File: config.mk
export PLATFORM = sky130hd
export DESIGN_NAME = xbus_wait_ctrl
export DESIGN_NICKNAME = d
export VERILOG_FILES = /design/src/rtl/xbus_pkg.sv /design/src/rtl/xbus_wait_calc.sv /design/src/rtl/xbus_region_dec.sv /design/src/rtl/xbus_late_rd.sv /design/src/rtl/xbus_wait_ctrl.sv
export SDC_FILE = /design/constraint.sdc
export NUM_CORES = 1
export LEC_CHECK = 0
export ABC_AREA = 0
export ABC_CLOCK_PERIOD_IN_PS = 3530
export CORE_ASPECT_RATIO = 0.7
export CORE_UTILIZATION = 35
export DETAILED_ROUTE_END_ITERATION = 12
export GPL_ROUTABILITY_DRIVEN = 0
export PLACE_DENSITY = 0.67
export RECOVER_POWER = 100
export SYNTH_ARGS = -nofsm -noshare
export SYNTH_HDL_FRONTEND = slang
export SYNTH_HIERARCHICAL = 1
export SYNTH_SLANG_ARGS = --single-unit
export TNS_END_PERCENT = 20
File: constraint.sdc
create_clock -name clk -period 3.53 [get_ports clk]
set_input_delay 0.706 -clock clk [delete_from_list [all_inputs] [get_ports clk]]
set_output_delay 0.706 -clock clk [all_outputs]
set_load 0.03 [all_outputs]
File: src/rtl/xbus_pkg.sv
package xbus_pkg;
    typedef enum logic [1:0] {
        ST_IDLE,
        ST_SETUP,
        ST_STROBE,
        ST_WAIT
    } xbus_state_e;
endpackage

File: src/rtl/xbus_wait_calc.sv
// Turns the two per-region wait fields into a saturated wait-state count.
module xbus_wait_calc #(
    parameter int LO_W     = 4,
    parameter int HI_W     = 2,
    parameter int HI_SCALE = 8,
    parameter int MAX_WAIT = 31,
    parameter int CNT_W    = $clog2(MAX_WAIT + 1)
) (
    input  logic [LO_W-1:0]  lo,
    input  logic [HI_W-1:0]  hi,
    input  logic             extra,
    output logic [CNT_W-1:0] total
);
    localparam int SUM_W = CNT_W + HI_W + 2;

    logic [SUM_W-1:0] sum;

    always_comb begin
        sum = SUM_W'(lo) + SUM_W'(hi) * SUM_W'(HI_SCALE) + SUM_W'(extra);
        if (sum > SUM_W'(MAX_WAIT)) begin
            total = CNT_W'(MAX_WAIT);
        end else begin
            total = sum[CNT_W-1:0];
        end
    end
endmodule

File: src/rtl/xbus_region_dec.sv
// Matches an address against every region; the lowest enabled index wins.
module xbus_region_dec #(
    parameter int NCS    = 4,
    parameter int ADDR_W = 24,
    parameter int SZ_W   = $clog2(ADDR_W + 1),
    parameter int LO_W   = 4,
    parameter int HI_W   = 2
) (
    input  logic [ADDR_W-1:0]     addr,
    input  logic [NCS-1:0]        en,
    input  logic [NCS*ADDR_W-1:0] base,
    input  logic [NCS*SZ_W-1:0]   size,
    input  logic [NCS*LO_W-1:0]   lo_flat,
    input  logic [NCS*HI_W-1:0]   hi_flat,
    output logic                  hit,
    output logic [NCS-1:0]        sel,
    output logic [LO_W-1:0]       lo,
    output logic [HI_W-1:0]       hi
);
    logic [NCS-1:0] match;

    for (genvar g = 0; g < NCS; g++) begin : g_region
        logic [ADDR_W-1:0] diff;
        logic [SZ_W-1:0]   sz;
        assign diff     = addr ^ base[g*ADDR_W +: ADDR_W];
        assign sz       = size[g*SZ_W +: SZ_W];
        assign match[g] = en[g] && ((32'(sz) >= ADDR_W) || ((diff >> sz) == '0));
    end

    always_comb begin
        hit = 1'b0;
        sel = '0;
        lo  = '0;
        hi  = '0;
        for (int i = NCS - 1; i >= 0; i--) begin
            if (match[i]) begin
                hit    = 1'b1;
                sel    = '0;
                sel[i] = 1'b1;
                lo     = lo_flat[i*LO_W +: LO_W];
                hi     = hi_flat[i*HI_W +: HI_W];
            end
        end
    end
endmodule

File: src/rtl/xbus_late_rd.sv
// Falling-edge flop that launches the delayed read strobe.
module xbus_late_rd (
    input  logic clk,
    input  logic rst_n,
    input  logic arm,
    output logic late_q
);
    always_ff @(negedge clk or negedge rst_n) begin
        if (!rst_n) begin
            late_q <= 1'b0;
        end else begin
            late_q <= arm;
        end
    end
endmodule

File: src/rtl/xbus_wait_ctrl.sv
module xbus_wait_ctrl
    import xbus_pkg::*;
#(
    parameter int NCS      = 4,
    parameter int ADDR_W   = 24,
    parameter int DATA_W   = 16,
    parameter int LO_W     = 4,
    parameter int HI_W     = 2,
    parameter int HI_SCALE = 8,
    parameter int MAX_WAIT = 31,
    parameter int SZ_W     = $clog2(ADDR_W + 1)
) (
    input  logic                  clk,
    input  logic                  rst_n,
    input  logic                  req_valid,
    output logic                  req_ready,
    input  logic                  req_write,
    input  logic [ADDR_W-1:0]     req_addr,
    input  logic [DATA_W-1:0]     req_wdata,
    output logic                  rsp_valid,
    output logic [DATA_W-1:0]     rsp_rdata,
    input  logic                  cfg_isa,
    input  logic [NCS-1:0]        cfg_en,
    input  logic [NCS*ADDR_W-1:0] cfg_base,
    input  logic [NCS*SZ_W-1:0]   cfg_size,
    input  logic [NCS*LO_W-1:0]   cfg_wait_lo,
    input  logic [NCS*HI_W-1:0]   cfg_wait_hi,
    output logic [ADDR_W-1:0]     bus_addr,
    output logic [DATA_W-1:0]     bus_dout,
    output logic                  bus_oe,
    input  logic [DATA_W-1:0]     bus_din,
    output logic [NCS-1:0]        bus_cs_n,
    output logic                  bus_rd_n,
    output logic                  bus_wr_n
);
    localparam int CNT_W = $clog2(MAX_WAIT + 1);

    xbus_state_e      state_q, state_d;
    logic [ADDR_W-1:0] addr_q;
    logic [DATA_W-1:0] wdata_q, rdata_q;
    logic              write_q, isa_q, hit_q, rsp_q;
    logic [NCS-1:0]    sel_q;
    logic [CNT_W-1:0]  cnt_q;

    logic              dec_hit;
    logic [NCS-1:0]    dec_sel;
    logic [LO_W-1:0]   dec_lo;
    logic [HI_W-1:0]   dec_hi;
    logic [CNT_W-1:0]  wait_total;
    logic              accept, end_acc, strobe_ph, active, late_q;

    xbus_region_dec #(
        .NCS(NCS), .ADDR_W(ADDR_W), .SZ_W(SZ_W), .LO_W(LO_W), .HI_W(HI_W)
    ) dec_i (
        .addr(req_addr), .en(cfg_en), .base(cfg_base), .size(cfg_size),
        .lo_flat(cfg_wait_lo), .hi_flat(cfg_wait_hi),
        .hit(dec_hit), .sel(dec_sel), .lo(dec_lo), .hi(dec_hi)
    );

    // Unmapped accesses get fields of zero and no ISA extra.
    xbus_wait_calc #(
        .LO_W(LO_W), .HI_W(HI_W), .HI_SCALE(HI_SCALE),
        .MAX_WAIT(MAX_WAIT), .CNT_W(CNT_W)
    ) calc_i (
        .lo(dec_lo), .hi(dec_hi),
        .extra(cfg_isa && !req_write && dec_hit),
        .total(wait_total)
    );

    xbus_late_rd late_i (
        .clk(clk), .rst_n(rst_n),
        .arm(strobe_ph && isa_q && !write_q),
        .late_q(late_q)
    );

    // Next-state logic
    always_comb begin
        state_d = state_q;
        end_acc = 1'b0;
        unique case (state_q)
            ST_IDLE:   if (req_valid) state_d = ST_SETUP;
            ST_SETUP:  state_d = ST_STROBE;
            ST_STROBE: begin
                if (cnt_q == '0) begin
                    state_d = ST_IDLE;
                    end_acc = 1'b1;
                end else begin
                    state_d = ST_WAIT;
                end
            end
            ST_WAIT: begin
                if (cnt_q == CNT_W'(1)) begin
                    state_d = ST_IDLE;
                    end_acc = 1'b1;
                end
            end
            default:   state_d = ST_IDLE;
        endcase
    end

    assign accept = (state_q == ST_IDLE) && req_valid;

    // State register
    always_ff @(posedge clk or negedge rst_n) begin
        if (!rst_n) begin
            state_q <= ST_IDLE;
        end else begin
            state_q <= state_d;
        end
    end

    // Access context, wait counter and read capture
    always_ff @(posedge clk or negedge rst_n) begin
        if (!rst_n) begin
            addr_q  <= '0;
            wdata_q <= '0;
            write_q <= 1'b0;
            isa_q   <= 1'b0;
            hit_q   <= 1'b0;
            sel_q   <= '0;
            cnt_q   <= '0;
            rsp_q   <= 1'b0;
            rdata_q <= '0;
        end else begin
            if (accept) begin
                addr_q  <= req_addr;
                wdata_q <= req_wdata;
                write_q <= req_write;
                isa_q   <= cfg_isa;
                hit_q   <= dec_hit;
                sel_q   <= dec_sel;
                cnt_q   <= wait_total;
            end else if (state_q == ST_WAIT) begin
                cnt_q <= cnt_q - CNT_W'(1);
            end
            rsp_q <= end_acc;
            if (end_acc && !write_q) begin
                rdata_q <= hit_q ? bus_din : '1;
            end
        end
    end

    // Outputs
    always_comb begin
        active    = (state_q != ST_IDLE);
        strobe_ph = (state_q == ST_STROBE) || (state_q == ST_WAIT);
        req_ready = (state_q == ST_IDLE);
        rsp_valid = rsp_q;
        rsp_rdata = rdata_q;
        bus_addr  = addr_q;
        bus_dout  = wdata_q;
        bus_oe    = write_q && active;
        bus_cs_n  = ~(sel_q & {NCS{active}});
        bus_wr_n  = !(write_q && strobe_ph);
        bus_rd_n  = !(!write_q && strobe_ph && (!isa_q || late_q));
    end
endmodule

==> run metrics, run 1 <==
status finished with violations; failing checks capacitance limit, slew limit, setup timing; Seq/Total Area, Yosys 31.3%; Worst Tran Pin Value 1.77 ns; R2R Setup Slk 0.95 ns; Syn Area/Cell 9.78 sq um; final setup fails 5; CTS tree built; Worst setup EP type flop; slew margin rel. -18.1%; syn nets 800; CP peak stage delay 0.43 ns; worst-path cell chain buf_6, buf_6, buf_12, xnor2_2, mux2i_2, buf_4, nor3_1, a31oi_2, a221oi_4, o311ai_4, inv_6, nor2_4, nand3b_4, o22ai_1, buf_4, a41oi_2, o21bai_1, mux2i_1, o21ai_1; buffers added on ports 269; H-tree depth 3; clk_lat worst skew 0.34 ns; Slowest cell on crit path o311ai_4; FP Rows 38; Total Wirelength 25800 um; setup_tns -0.576 ns; Initial Util 36.5%; CTS Sinks 72; CP Class in -> reg; worst clock skew 0.00836 ns; vias per cell 5.33; worst ir drop on vdd 0.512 mV; yosys warns 6; Floorplan Core Area 0.0158 sq mm; Cells after DPL 1168; Via Count 6528; die height 109 um; DR iter-0 viols 395; crit-path max FO 7; RSZ-0062 raised after global routing true; pre-CTS setup slack -1.05 ns; FF+latch count, synth 72; CTS Hold Bufs 0; Non-Filler Instances 1224; Pleak 4.79 nW; ys flop type dfrtp_1; Max Clock Freq 0.273 GHz; layout cells sized above 1 37.4%; Routed Antenna Nets 0; Tmin final 3.67 ns; antenna violations before repair 4; WP data required 3.79 ns; Hold WC Path Type reg -> reg; final worst setup slack -0.137 ns; Placed Area 0.00951 sq mm; die extent in x 155 um; first-pass GRT wire length 38200 um; most frequent cells in the layout buf_4, clkdlybuf4s50_1, dfrtp_1; clock buffer depth 2; period utilization 104%; Distinct cells, synth 76; ys async rst share 100%; largest net degree at the start of global routing 72; vias in the first global route 6775; Layout Nets 1206; number of top-level pins 270; CTS Buf Count 9; cells after synthesis 589; Hold Slack 0.499 ns; total global routing overflow 0; Final Max Slew Viols 72; Die Area 0.0170 sq mm; HPWL Detailed 19300 um; Post-Syn Area 0.00576 sq mm; max_cap viols 1; cell area after layout 0.0108 sq mm; CP Launch Type input port; Area Overhead vs Synth 88.2%; Routed WL per cell 21.1 um; final hold vios 0; First-pass DRT Iterations 5; CP Data Arrival Time 3.93 ns; number of flops mapped to enable cells by yosys 0; Tot Pwr 4.55 mW; commonest non-fill, non-tap cell in the layout buf_4; final core occ 68.7%; Root Driver clkbuf_16; Clock Pin Slew Worst Setup and Hold Paths 0.06 ns; Residual DRC 0; PwrDens 420 mW/mm^2; Total Routing Usage GR 30.6%
[per-layer routing]
layer / up-vias / routed length (um) / GRT usage (%) / share of wire (%)
met5: - / 0 / 0 / 0
met1: 3106 / 10400 / 36.9 / 40
li1: 2948 / - / - / -
met4: 0 / 1180 / 15.9 / 4.6
met2: 392 / 11700 / 49.4 / 45
met3: 82 / 2570 / 9.89 / 10
[timing repair]
item / in CTS / in global routing
gates cloned: 2 / 0
setup buffers: 33 / 2
pin swaps: 93 / 26
resized for setup: 292 / 23
setup endpoints to repair: 6 / 6
[cell families (layout without fill, tap and decap cells)]
logic type               count (synthesis)  count (layout)  synth area share [%]
AND/OR/NAND/NOR                        141             141                  13.6
other                                    0               4                     0
flip-flops                              72              72                  31.3
XOR/XNOR                                99              99                  15.0
buffers and inverters                   52             463                  4.26
multiplexers                           101             101                  19.7
AO/OA/AOI/OAI                          118             118                  14.8
adder cells (fa/ha/maj)                  6               6                  1.30
[cell type report]
cell class,instances,area (sq um)
Timing Repair Buffer,421,3810
Antenna cell,4,10.0
Clock buffer,11,243
Clock inverter,5,56.3
Multi-Input combinational cell,465,4530
Fill cell,1206,4940
Inverter,26,108
Tap cell,220,275
Sequential cell,72,1800
[critical path: cells and delay by family]
| family | cells | cell delay, ns |
|---|---|---|
| compound gates | 7 | 1.58 |
| simple gates | 3 | 0.39 |
| buf+inv | 6 | 0.80 |
| xor+xnor | 1 | 0.14 |
| mux | 2 | 0.30 |
[path summary, 6_finish.rpt]
check                                   from             to  cells past startpoint
worst min register to register  bus_addr[21]   bus_addr[21]                      1
worst max-delay path             req_addr[6]       cnt_q[1]                     19
max in group asynchronous              rst_n    bus_dout[2]                      2
worst max register to register       write_q  late_i/late_q                      1
min in group asynchronous              rst_n          hit_q                      2
worst min-delay path            bus_addr[21]   bus_addr[21]                      1
[Yosys cell counts (all sizes together), types with 12 or more instances]
master / n / area, sq um
a211oi: 12 / 90.1
a21oi: 16 / 80.1
buf: 13 / 93.8
clkbuf: 13 / 48.8
dfrtp: 71 / 1780
inv: 24 / 95.1
mux2: 67 / 792
mux2i: 34 / 340
nand2: 20 / 75.1
nand2b: 14 / 87.6
nor2: 46 / 183
nor3: 13 / 76.3
o21ai: 21 / 105
xnor2: 55 / 482
xor2: 44 / 385
[power breakdown]
| group | switching, mW | internal [mW] | total, mW |
|---|---|---|---|
| combinational | 1.21 | 1.14 | 2.35 |
| sequential | 0.201 | 1.08 | 1.28 |
| clock | 0.356 | 0.565 | 0.921 |
| total | 1.76 | 2.79 | 4.55 |
[registers in the layout, indices dropped and copies added (netlist names)]
register and cells:
rsp_rdata 16, bus_addr 24, state_q 2, hit_q 1
write_q 1, rsp_valid 1, late_i/late_q 1, isa_q 1
sel_q 4, bus_dout 16, cnt_q 5
Power figures use the tool's default switching activity.
==> inputs of run 2 (changes only) <==
CORE_MARGIN = 2   (was default)
DONT_BUFFER_PORTS = 1   (was default)
PLACE_DENSITY = 0.46   (was 0.67)
==> run 2 against run 1 <==
Net effect: the run ends with setup timing left; clock power up 7.4%; first-iteration DRC count is 26% lower; flip-flop and latch count unchanged; sequential power is 36% higher; final area is 37% lower; register-to-register slack got worse by 0.52 ns; total power fell by 19%; core utilization shrank 26 points; routed wire length fell by 22%; combinational power down 60%; clock-buffer cell count shrank 2; die area up 3.1%; critical path type is now reg -> out.
==> run metrics, run 2 (synthesis results as in run 1) <==
status finished with violations; failing checks setup timing; GRT Max-Usage Layer met1; largest net degree at the start of global routing 73; H-tree depth 3; final hold vios 0; buffers added on ports 0; RSZ-0062 raised after global routing true; Crit path max-delay family flip-flops; met3 Use GR 9.61%; Initial Util 35.6%; diode count 0; total global routing overflow 0; HPWL Detailed 16000 um; Worst setup EP type output pin; Routed Antenna Nets 0; clk_lat worst skew 0.34 ns; number of flip-flops in the largest register 24; CTS Sinks 72; Clock Pin Slew Worst Setup and Hold Paths 0.06 ns; Pleak 2.81 nW; crit path buf inv count 0; most frequent cells in the layout dfrtp_1, mux2_2, xnor2_1; vias in the first global route 4838; Layout Nets 839; final worst setup slack -0.0386 ns; max_cap viols 0; Area Overhead vs Synth 19.3%; worst-path cell chain nand2b_1, nand3b_1; commonest non-fill, non-tap cell in the layout dfrtp_1; worst ir drop on vdd 0.481 mV; R2R depth 4; clock buffer depth 2; worst clock skew 0.00564 ns; pre-CTS setup slack -0.483 ns; die height 111 um; Hold WC Path Type in -> async; CP Data Arrival Time 2.86 ns; layout cells sized above 1 28.0%; PwrDens 534 mW/mm^2; final core occ 42.4%; FP Rows 39; First-pass DRT Iterations 5; slew margin rel. 13.9%; DR iter-0 viols 291; number of top-level pins 270; Total Routing Usage GR 22.5%; antenna violations before repair 0; WP data required 2.82 ns; met1 Use GR 32.0%; CP Class reg -> out; CP peak stage delay 0.38 ns; Floorplan Core Area 0.0162 sq mm; vias per cell 5.56; Worst Tran Pin Value 1.28 ns; FF-to-FF Start state_q[1]; crit-path max FO 1; Die Area 0.0175 sq mm; CTS tree built; R2R Setup Slk 0.43 ns; CTS Buf Count 9; Routed WL per cell 23.6 um; RR Endpoint rsp_rdata[2]; CTS Hold Bufs 0; Final Max Slew Viols 0; Root Driver clkbuf_16; Residual DRC 0; global-route met2 utilization 31.9%; Via Count 4762; Total Wirelength 20200 um; fillers 1593; final setup fails 1; first-pass GRT wire length 29500 um; die extent in x 157 um; Slowest cell on crit path dfrtn_1; CP Launch Type flop
run 2: cell count changes in the layout (fill, tap and decap cells not counted), sizes merged, moves of 2 or more:
cell           change
clkdlybuf4s15     -12
dlygate4sd2       -62
diode              -4
dlygate4sd3       -58
buf              -117
clkdlybuf4s50    -118
clkinv             -2
run 2: timing repair:
item | in CTS | in global routing
endpoints found under the hold margin | 0 | 0
pin swaps | 2 | 20
resized for setup | 6 | 37
setup buffers | 0 | 3
setup endpoints to repair | 6 | 6
run 2: worst max-delay path by stage:
stage / startpoint / endpoint / slack, ns / cells after the start
floorplan: req_addr[18] / cnt_q[4] / 0.008 / 16
global placement: req_addr[18] / cnt_q[4] / -0.46 / 17
detailed placement: req_addr[18] / cnt_q[4] / -0.48 / 17
CTS: late_i/late_q / bus_rd_n / -0.06 / 2
global route: late_i/late_q / bus_rd_n / -0.08 / 2
finish: late_i/late_q / bus_rd_n / -0.04 / 2
run 2: metrics by stage:
stage	power, mW	hold slack (ns)	instances	area [sq um]	TNS [ns]
2_1_floorplan	2.45	0.410	589	5800	0
3_3_place_gp	2.68	0.412	839	6350	-1.92
3_5_place_dp	2.69	0.412	839	6350	-2.12
4_1_cts	3.71	0.0401	854	6700	-0.0617
5_1_grt	3.89	0.0335	857	6880	-0.166
6_report	3.67	0.0580	857	6880	-0.0386
run 2: metal layers:
layer,vias up,share of wire [%]
li1,2203,-
met1,2306,46
met2,228,41
met3,25,11
met4,0,1.8
met5,-,0
run 2: cell type report:
class	instances	area [sq um]	area share [%]
multi-input combinational	465	3950	57.4
sequential	72	1800	26.2
timing repair buffer	54	425	6.19
tap	225	282	4.09
clock buffer	9	225	3.28
inverter	26	104	1.51
clock inverter	6	92.6	1.35
run 2: power by group:
| group | leakage, nW | total [mW] | internal, mW | switching [mW] |
|---|---|---|---|---|
| Combinational | 1.78 | 0.943 | 0.519 | 0.424 |
| Sequential | 0.881 | 1.74 | 1.08 | 0.667 |
| Clock | 0.148 | 0.989 | 0.618 | 0.371 |
